File: src/rtl/irq_ctrl_pkg.sv
package irq_ctrl_pkg;

  localparam int DATA_W = 32;

  // byte offsets; software depends on this layout
  localparam logic [7:0] OFS_STATUS  = 8'd0;
  localparam logic [7:0] OFS_PENDING = 8'd4;
  localparam logic [7:0] OFS_ENABLE  = 8'd8;
  localparam logic [7:0] OFS_ACK     = 8'd12;
  localparam logic [7:0] OFS_SET_EN  = 8'd16;
  localparam logic [7:0] OFS_CLR_EN  = 8'd20;
  localparam logic [7:0] OFS_VECTOR  = 8'd24;
  localparam logic [7:0] OFS_MASTER  = 8'd28;

  typedef struct packed {
    logic              enWr;
    logic              setEnWr;
    logic              clrEnWr;
    logic              ackWr;
    logic              masterWr;
    logic [DATA_W-1:0] wdata;
  } ctrlStrobe_t;

endpackage

File: src/rtl/irq_ctrl_datapath.sv
module irq_ctrl_datapath
  import irq_ctrl_pkg::*;
#(
  parameter int NUM_SRC = 32,
  parameter logic [NUM_SRC-1:0] EDGE_MASK = '1,
  localparam int IDX_W = $clog2(NUM_SRC)
) (
  input  logic               clk,
  input  logic               rstN,
  input  logic [NUM_SRC-1:0] irqIn,
  input  ctrlStrobe_t        strobe,
  output logic [NUM_SRC-1:0] statusQ,
  output logic [NUM_SRC-1:0] enableQ,
  output logic [NUM_SRC-1:0] pending,
  output logic [1:0]         masterQ,
  output logic               vecValid,
  output logic [IDX_W-1:0]   vecIdx,
  output logic               irqOut
);

  logic [NUM_SRC-1:0] irqPrev;
  logic [NUM_SRC-1:0] setVec;
  logic [NUM_SRC-1:0] ackMask;

  // per-line sense, fixed at build time
  for (genvar i = 0; i < NUM_SRC; i++) begin : g_sense
    if (EDGE_MASK[i]) begin : g_edge
      assign setVec[i] = irqIn[i] & ~irqPrev[i];
    end else begin : g_level
      assign setVec[i] = irqIn[i];
    end
  end

  assign ackMask = strobe.ackWr ? strobe.wdata[NUM_SRC-1:0] : '0;

  always_ff @(posedge clk or negedge rstN) begin
    if (!rstN) begin
      irqPrev <= '0;
      statusQ <= '0;
    end else begin
      irqPrev <= irqIn;
      // a set in the same cycle wins over the acknowledge
      statusQ <= (statusQ & ~ackMask) | (setVec & {NUM_SRC{masterQ[1]}});
    end
  end

  always_ff @(posedge clk or negedge rstN) begin
    if (!rstN) begin
      enableQ <= '0;
    end else if (strobe.enWr) begin
      enableQ <= strobe.wdata[NUM_SRC-1:0];
    end else if (strobe.setEnWr) begin
      enableQ <= enableQ | strobe.wdata[NUM_SRC-1:0];
    end else if (strobe.clrEnWr) begin
      enableQ <= enableQ & ~strobe.wdata[NUM_SRC-1:0];
    end
  end

  always_ff @(posedge clk or negedge rstN) begin
    if (!rstN) begin
      masterQ <= 2'b00;
    end else if (strobe.masterWr) begin
      masterQ <= strobe.wdata[1:0];
    end
  end

  assign pending = statusQ & enableQ;

  // lowest index has priority
  always_comb begin
    vecValid = 1'b0;
    vecIdx   = '0;
    for (int i = NUM_SRC - 1; i >= 0; i--) begin
      if (pending[i]) begin
        vecValid = 1'b1;
        vecIdx   = IDX_W'(i);
      end
    end
  end

  assign irqOut = (&masterQ) & (|pending);

  // acknowledged bits are gone unless a line set them again
  a_r4_ack_clears: assert property (@(posedge clk) disable iff (!rstN)
    strobe.ackWr |=> ((statusQ & $past(strobe.wdata[NUM_SRC-1:0]) & ~$past(setVec)) == '0));

  // set alias forces written ones
  a_r5_set_en: assert property (@(posedge clk) disable iff (!rstN)
    strobe.setEnWr |=> ((enableQ & $past(strobe.wdata[NUM_SRC-1:0])) == $past(strobe.wdata[NUM_SRC-1:0])));

  // clear alias removes written ones
  a_r6_clr_en: assert property (@(posedge clk) disable iff (!rstN)
    strobe.clrEnWr |=> ((enableQ & $past(strobe.wdata[NUM_SRC-1:0])) == '0));

  // no new status bit while hardware latching is off
  a_r10_no_latch_off: assert property (@(posedge clk) disable iff (!rstN)
    !masterQ[1] |=> ((statusQ & ~$past(statusQ)) == '0));

endmodule

File: src/rtl/irq_ctrl_decode.sv
module irq_ctrl_decode
  import irq_ctrl_pkg::*;
#(
  parameter int NUM_SRC = 32,
  parameter int ADDR_W  = 5,
  localparam int IDX_W  = $clog2(NUM_SRC)
) (
  input  logic               clk,
  input  logic               rstN,
  input  logic [ADDR_W-1:0]  busAddr,
  input  logic               busWrEn,
  input  logic [DATA_W-1:0]  busWrData,
  input  logic               busRdEn,
  input  logic [NUM_SRC-1:0] statusQ,
  input  logic [NUM_SRC-1:0] enableQ,
  input  logic [NUM_SRC-1:0] pending,
  input  logic [1:0]         masterQ,
  input  logic               vecValid,
  input  logic [IDX_W-1:0]   vecIdx,
  output ctrlStrobe_t        strobe,
  output logic [DATA_W-1:0]  busRdData
);

  logic [7:0] byteAddr;
  assign byteAddr = 8'(busAddr);

  always_comb begin
    strobe          = '0;
    strobe.wdata    = busWrData;
    strobe.enWr     = busWrEn && (byteAddr == OFS_ENABLE);
    strobe.setEnWr  = busWrEn && (byteAddr == OFS_SET_EN);
    strobe.clrEnWr  = busWrEn && (byteAddr == OFS_CLR_EN);
    strobe.ackWr    = busWrEn && (byteAddr == OFS_ACK);
    strobe.masterWr = busWrEn && (byteAddr == OFS_MASTER);
  end

  always_comb begin
    busRdData = '0;
    if (busRdEn) begin
      unique case (byteAddr)
        OFS_STATUS:  busRdData = DATA_W'(statusQ);
        OFS_PENDING: busRdData = DATA_W'(pending);
        OFS_ENABLE:  busRdData = DATA_W'(enableQ);
        OFS_VECTOR:  busRdData = vecValid ? DATA_W'(vecIdx) : '1;
        OFS_MASTER:  busRdData = DATA_W'(masterQ);
        default:     busRdData = '0;
      endcase
    end
  end

  // a returned vector always names a pending source
  a_r9_vec_pending: assert property (@(posedge clk) disable iff (!rstN)
    (busRdEn && byteAddr == OFS_VECTOR && busRdData != '1) |-> pending[busRdData[IDX_W-1:0]]);

endmodule

File: src/rtl/irq_vector_ctrl.sv
module irq_vector_ctrl
  import irq_ctrl_pkg::*;
#(
  parameter int NUM_SRC = 32,
  parameter int ADDR_W  = 5,
  parameter logic [NUM_SRC-1:0] EDGE_MASK = NUM_SRC'(32'h0000_FFFF)
) (
  input  logic               clk,
  input  logic               rstN,
  input  logic [NUM_SRC-1:0] irqIn,
  input  logic [ADDR_W-1:0]  busAddr,
  input  logic               busWrEn,
  input  logic [31:0]        busWrData,
  input  logic               busRdEn,
  output logic [31:0]        busRdData,
  output logic               irqOut
);

  localparam int IDX_W = $clog2(NUM_SRC);

  ctrlStrobe_t        strobe;
  logic [NUM_SRC-1:0] statusQ;
  logic [NUM_SRC-1:0] enableQ;
  logic [NUM_SRC-1:0] pending;
  logic [1:0]         masterQ;
  logic               vecValid;
  logic [IDX_W-1:0]   vecIdx;

  irq_ctrl_decode #(.NUM_SRC(NUM_SRC), .ADDR_W(ADDR_W)) u_decode (
    .clk(clk), .rstN(rstN),
    .busAddr(busAddr), .busWrEn(busWrEn), .busWrData(busWrData), .busRdEn(busRdEn),
    .statusQ(statusQ), .enableQ(enableQ), .pending(pending), .masterQ(masterQ),
    .vecValid(vecValid), .vecIdx(vecIdx),
    .strobe(strobe), .busRdData(busRdData)
  );

  irq_ctrl_datapath #(.NUM_SRC(NUM_SRC), .EDGE_MASK(EDGE_MASK)) u_datapath (
    .clk(clk), .rstN(rstN), .irqIn(irqIn), .strobe(strobe),
    .statusQ(statusQ), .enableQ(enableQ), .pending(pending), .masterQ(masterQ),
    .vecValid(vecValid), .vecIdx(vecIdx), .irqOut(irqOut)
  );

endmodule

File: config.mk
export PLATFORM = sky130hd
export DESIGN_NAME = irq_vector_ctrl
export DESIGN_NICKNAME = d
export VERILOG_FILES = /design/src/rtl/irq_ctrl_pkg.sv /design/src/rtl/irq_ctrl_datapath.sv /design/src/rtl/irq_ctrl_decode.sv /design/src/rtl/irq_vector_ctrl.sv
export SDC_FILE = /design/constraint.sdc
export NUM_CORES = 1
export LEC_CHECK = 0
export ABC_AREA = 1
export CAP_MARGIN = 25
export CORE_ASPECT_RATIO = 1.75
export CORE_UTILIZATION = 45
export CTS_BUF_LIST = sky130_fd_sc_hd__clkbuf_16
export CTS_CLUSTER_DIAMETER = 150
export DETAILED_ROUTE_END_ITERATION = 10
export GPL_ROUTABILITY_DRIVEN = 0
export PLACE_DENSITY = 0.7
export SYNTH_ARGS = -nofsm -noshare
export SYNTH_HDL_FRONTEND = slang
export SYNTH_HIERARCHICAL = 1
export SYNTH_SLANG_ARGS = --single-unit
File: constraint.sdc
create_clock -name clk -period 4.88 [get_ports clk]
set_input_delay 0.976 -clock clk [delete_from_list [all_inputs] [get_ports clk]]
set_output_delay 0.976 -clock clk [all_outputs]
set_load 0.01 [all_outputs]
==> flow_summary_export.csv, run 1 <==
group,metric,value,unit
outcome,outcome,"complete, no violations",
synth,yosysWarnings,6,
setup_path,crit_type,"flop to output pin",
floorplan,pin_count,106,
route,drt-wirelength-per-cell,14.4,µm
final_layout,fin_nets,941,
power,cellPowerDensity,297,mW/mm²
global_routing,grt_max_degree,45,
job,max_cap_viol_count,0,
timing,period_minus_slack,4.37,ns
setup_path,crit_top_cell,"nand2_1",
clocking,cts_resized,0,
synth,ys_ff_latch,82,
floorplan,fp.coreArea,0.0130,mm²
power,p_leak,3.60,nW
final_layout,drive_gt1_frac,0.179,
global_routing,grt_overflow,0,
timing,finalSetupViolations,0,
final_layout,synthToLayoutAreaGrowth,16.8,%
power,seq_power_share,0.422,
setup_path,end_kind,"output pin",
floorplan,die_h,155,µm
synth,synth_nets,889,
hold_path,hp-class,"flop to flop",
clocking,tritoncts,"yes",
setup_path,startpoint_type,"flop",
route,viasPerCell,5.16,
synth,syn_area,0.00601,mm²
route,ant_nets,0,
power,p_total,0.00209,W
route,drc,0,
place,place_area,0.00675,mm²
timing,post-route-period-util,0.895,
timing,worst_pin_slew,1.00,ns
timing,rsz0062_at_grt,"no",
power,peakVddDrop,0.159,mV
route,drt_iter0_drc,301,
setup_path,cp_max_fo,3,
final_layout,nFillCells,1274,
global_routing,grt_pass1_vias,5348,
place,dp_hpwl,10400,µm
clocking,htreeDepth,3,
floorplan,initial_core_util,0.462,
power,switching_share,0.348,
power,power.net_switching,0.000727,W
clocking,numCtsBuffers,9,
clocking,cts_root_buf,"clkbuf_16",
timing,maxSlewHeadroom,0.330,
synth,postSynthAreaPerCell,7.37,µm²
setup_path,cp.arrival,3.39,ns
synth,syn_inst,816,
route,routed_wl,15000,µm
setup_path,required,3.90,ns
place,port_buffers,105,
clocking,cts.sinks,82,
synth,yosys.area.top_type,"dfrtp_1",
global_routing,antenna_found_initial,0,
power,internal-power,0.00136,W
floorplan,die_w,89.4,µm
power,p_clk_frac,0.303,
clocking,clk_latency,0.34,ns
power,power_frac_comb,0.275,
synth,netlist.area_leader.share,0.341,
timing,final_max_slew_viol_count,0,
final_layout,design_area,0.00702,mm²
synth,synthTopCellsByArea,"dfrtp_1 (34%), nand2_1 (8.7%), inv_1 (8.2%)",
final_layout,antenna_cells,0,
clocking,clk_pin_slew_worst_paths,0.07,ns
timing,hold_viol_final,0,
floorplan,num_rows,55,
timing,setup_tns,0,ns
timing,finClkSkew,0.00673,ns
clocking,hold_buffers,0,
synth,ys_seq_area_frac,0.341,
clocking,clockBufferDepth,2,
global_routing,grt_pass1_wl,25300,µm
floorplan,die_area,0.0138,mm²
setup_path,critPathMaxStageDelay,0.56,ns
route,firstDrtPassIters,4,
synth,ys_types,34,
setup_path,cp_slowest_cell,"clkdlybuf4s50_1",
clocking,post_cts_buffers,0,
route,routed-via-count,5391,
timing,max_freq,229,MHz
global_routing,gr-usage-all-layers,0.236,
[critical path, delay by kind of cell, from the launching register on]
family / cells / cell delay [ns]
AOI/OAI and AO/OA: 2 / 0.24
buffers and inverters: 3 / 0.67
DFF: 1 / 0.37
and+or+nand+nor: 34 / 1.78
[logic make-up (layout without fill, tap and decap cells)]
logic type,count (synthesis),count (layout),share of synthesized area
AO/OA/AOI/OAI,107,107,0.0982
buffers and inverters,214,271,0.195
flip-flops,82,82,0.341
AND/OR/NAND/NOR,413,413,0.366
[cell usage after synthesis, drive strengths merged]
cell type    count
dfrtp           82
nor2           138
or2              3
nand4           67
o22ai           32
dlygate4sd1      1
clkbuf          30
a21boi           1
o21ai           34
a31oi            3
a21oi           35
o21bai           1
o31ai            1
nor3             5
nand2          169
buf             43
nand3           31
inv            140
[through the flow]
step / setup WS (ns) / hold slack [ns] / util / cells
2_1_floorplan: 1.67 / 0.463 / - / 816
3_3_place_gp: 0.553 / 0.469 / 0.517 / 1027
3_5_place_dp: 0.522 / 0.472 / 0.519 / 1028
4_1_cts: 0.471 / 0.482 / 0.540 / 1044
5_1_grt: 0.0438 / 0.515 / 0.540 / 1044
6_report: 0.512 / 0.484 / 0.540 / 1044
[routing by layer]
layer | up-vias | share of wire | wire length [µm] | track usage
met5 | - | 0 | 0 | 0
met4 | 0 | 0.024 | 366 | 0.0975
met3 | 31 | 0.041 | 622 | 0.0329
met2 | 156 | 0.53 | 8020 | 0.420
met1 | 2519 | 0.40 | 6010 | 0.277
li1 | 2685 | - | - | -
[path summary, 6_finish.rpt]
| check | startpoint | to | slack [ns] | cells past startpoint |
|---|---|---|---|---|
| setup / recovery | flop | busRdData[0] | 0.51 | 39 |
| hold / removal | u_datapath/irqPrev[13] | u_datapath/statusQ[13] | 0.48 | 3 |
| setup reg to reg | u_datapath/masterQ[1] | u_datapath/statusQ[1] | 3.35 | 4 |
| hold reg to reg | u_datapath/irqPrev[13] | u_datapath/statusQ[13] | 0.48 | 3 |
| max in group asynchronous | rstN | asynchronous set/reset pin | 3.64 | 2 |
| min in group asynchronous | rstN | u_datapath/irqPrev[0] | 0.61 | 1 |
[cell usage in the layout (no fill, tap or decap), drive strengths merged, types with 2 or more instances in the layout]
cell / n
nand2: 169
inv: 142
nor2: 138
clkdlybuf4s50: 104
dfrtp: 82
nand4: 67
a21oi: 35
o21ai: 34
o22ai: 32
nand3: 31
buf: 11
clkbuf: 9
nor3: 5
a31oi: 3
or2: 3
clkinv: 3
clkinvlp: 2
[cell type report]
cell class / count / area [µm²] / share of cell area
multi-input cells: 520 / 2800 / 0.399
clock inverters: 7 / 46.3 / 0.00660
well taps: 171 / 214 / 0.0305
flip-flops and latches: 82 / 2050 / 0.292
inverters: 140 / 528 / 0.0752
repair buffers: 115 / 1160 / 0.165
clock buffers: 9 / 225 / 0.0321
[power by group through the flow]
stage               Clock, W  Sequential (W)  Combinational [W]
floorplan                  0        0.000860           0.000436
global placement           0        0.000889           0.000565
detailed placement         0        0.000891           0.000576
CTS                 0.000645        0.000880           0.000579
global route        0.000675        0.000894           0.000658
finish              0.000633        0.000880           0.000574
(Power assumes the default switching activity.)
==> run 2, diff against run 1 <==
--- a/config.mk
+++ b/config.mk
@@ -13,7 +13,7 @@
 export CTS_CLUSTER_DIAMETER = 150
 export DETAILED_ROUTE_END_ITERATION = 10
 export GPL_ROUTABILITY_DRIVEN = 0
-export PLACE_DENSITY = 0.7
+export PLACE_DENSITY = 0.77
 export SYNTH_ARGS = -nofsm -noshare
 export SYNTH_HDL_FRONTEND = slang
 export SYNTH_HIERARCHICAL = 1
==> run 2 against run 1 <==
Total power is 5.1% higher. Fmax is 2.7% lower. Hold slack worse by 0.0020 ns. Clock power is 15% higher. Core utilization is 0.35 points higher. Register-to-register slack worse by 0.03 ns. Critical path type is now primary input to output pin. Highest routed layer unchanged.
==> flow_summary_export.csv, run 2 (synthesized netlist as in run 1, its figures left out) <==
group,metric,value,unit
outcome,outcome,"complete, no violations",
power,peakVddDrop,0.184,mV
global_routing,grt_pass1_wl,25600,µm
timing,worst_pin_slew,0.995,ns
route,routed-via-count,5446,
setup_path,cp.arrival,3.51,ns
final_layout,antenna_cells,0,
global_routing,grt_max_degree,50,
timing,post-route-period-util,0.920,
final_layout,final_common_cell,"nand2_1",
clocking,clk_latency,0.33,ns
setup_path,required,3.90,ns
final_layout,final_util,0.543,
route,routed_wl,15700,µm
final_layout,nFillCells,1189,
route,drt_iter0_drc,360,
timing,max_freq,223,MHz
floorplan,num_rows,55,
setup_path,cp_slowest_cell,"clkdlybuf4s50_1",
power,p_leak,3.62,nW
timing,finalSetupViolations,0,
clocking,cts_resized,0,
clocking,numCtsBuffers,9,
timing,final_max_slew_viol_count,0,
route,drt-wirelength-per-cell,15.0,µm
timing,period_minus_slack,4.49,ns
floorplan,die_area,0.0138,mm²
clocking,clk_pin_slew_worst_paths,0.06,ns
timing,maxSlewHeadroom,0.336,
timing,rsz0062_at_grt,"no",
clocking,clockBufferDepth,2,
global_routing,antenna_found_initial,0,
clocking,cts_root_buf,"clkbuf_16",
place,dp_hpwl,10800,µm
clocking,hold_buffers,0,
final_layout,fin_nets,943,
job,max_cap_viol_count,0,
final_layout,instances_no_fill,1046,
setup_path,startpoint_type,"primary input",
clocking,tritoncts,"yes",
global_routing,grt_pass1_vias,5449,
clocking,cts.sinks,82,
timing,setup_slack,0.391,ns
setup_path,critPathMaxStageDelay,0.59,ns
global_routing,grt_overflow,0,
timing,setup_tns,0,ns
place,port_buffers,105,
setup_path,crit_type,"primary input to output pin",
final_layout,final_cell_mix,"nand2_1 (139), inv_1 (132), clkdlybuf4s50_1 (104)",
final_layout,drive_gt1_frac,0.181,
floorplan,pin_count,106,
setup_path,crit_chain,"clkdlybuf4s50_1 -> inv_2 -> nor2_8 -> nand4_4 -> nand3_1 -> nor2_1 -> nor2_1 -> clkdlybuf4s50_1",
place,place_ws,0.397,ns
final_layout,synthToLayoutAreaGrowth,17.5,%
floorplan,fp.coreArea,0.0130,mm²
floorplan,die_h,155,µm
global_routing,gr-usage-all-layers,0.240,
floorplan,initial_core_util,0.462,
power,cellPowerDensity,310,mW/mm²
clocking,post_cts_buffers,0,
clocking,htreeDepth,3,
setup_path,cp_max_fo,27,
route,viasPerCell,5.21,
place,placed_cells,1030,
timing,hold_viol_final,0,
route,drc,0,
setup_path,end_kind,"output pin",
route,ant_nets,0,
timing,finClkSkew,0.00455,ns
floorplan,die_w,89.4,µm
hold_path,hp-class,"flop to flop",
route,firstDrtPassIters,5,
-- run 2: changes by cell type in the layout (fill, tap and decap cells not counted), sizes merged --
| cell | before | now |
|---|---|---|
| clkinv | 3 | 2 |
| buf | 11 | 13 |
| inv | 142 | 141 |
| bufinv | 0 | 2 |
-- run 2: worst max-delay path: cells and delay by family --
family                 cells  cell delay (ns)
buffers and inverters      3             1.24
AND/OR/NAND/NOR            5             1.28
-- run 2: power by group --
part / leakage, nW / switching (W) / internal (W)
combinational: 2.61 / 0.000342 / 0.000239
clock: 0.149 / 0.000284 / 0.000447
sequential: 0.860 / 0.000104 / 0.000777
-- run 2: worst paths after layout --
path / from / endpoint / slack (ns) / depth (start not counted)
setup / recovery: busAddr[3] / busRdData[30] / 0.39 / 8
min in group asynchronous: rstN / u_datapath/irqPrev[3] / 0.66 / 1
max in group asynchronous: rstN / asynchronous set/reset pin / 3.27 / 2
hold / removal: u_datapath/irqPrev[2] / u_datapath/statusQ[2] / 0.48 / 3
setup reg to reg: u_datapath/masterQ[1] / u_datapath/statusQ[9] / 3.32 / 4
hold reg to reg: u_datapath/irqPrev[2] / u_datapath/statusQ[2] / 0.48 / 3
-- run 2: final cells by class --
cell class	count	area (µm²)	share of cell area
Multi-Input combinational cell	520	2800	0.396
Timing Repair Buffer	117	1150	0.163
Clock buffer	9	225	0.0319
Tap cell	171	214	0.0303
Clock inverter	7	92.6	0.0131
Sequential cell	82	2050	0.290
Inverter	140	528	0.0747
-- run 2: per-layer routing --
layer	wire length [µm]	vias up	GRT usage	part of all wire
met5	0	-	0	0
met4	704	0	0.134	0.045
met3	583	50	0.0276	0.037
met2	8470	190	0.428	0.54
met1	5930	2531	0.269	0.38
li1	-	2675	-	-
-- run 2: per-stage QoR --
step	area (µm²)	total power [W]	hold WS (ns)
global route	7060	0.00232	0.506
global placement	6740	0.00145	0.468
detailed placement	6750	0.00147	0.479
floorplan	6010	0.00130	0.463
finish	7060	0.00219	0.482
CTS	7060	0.00221	0.487
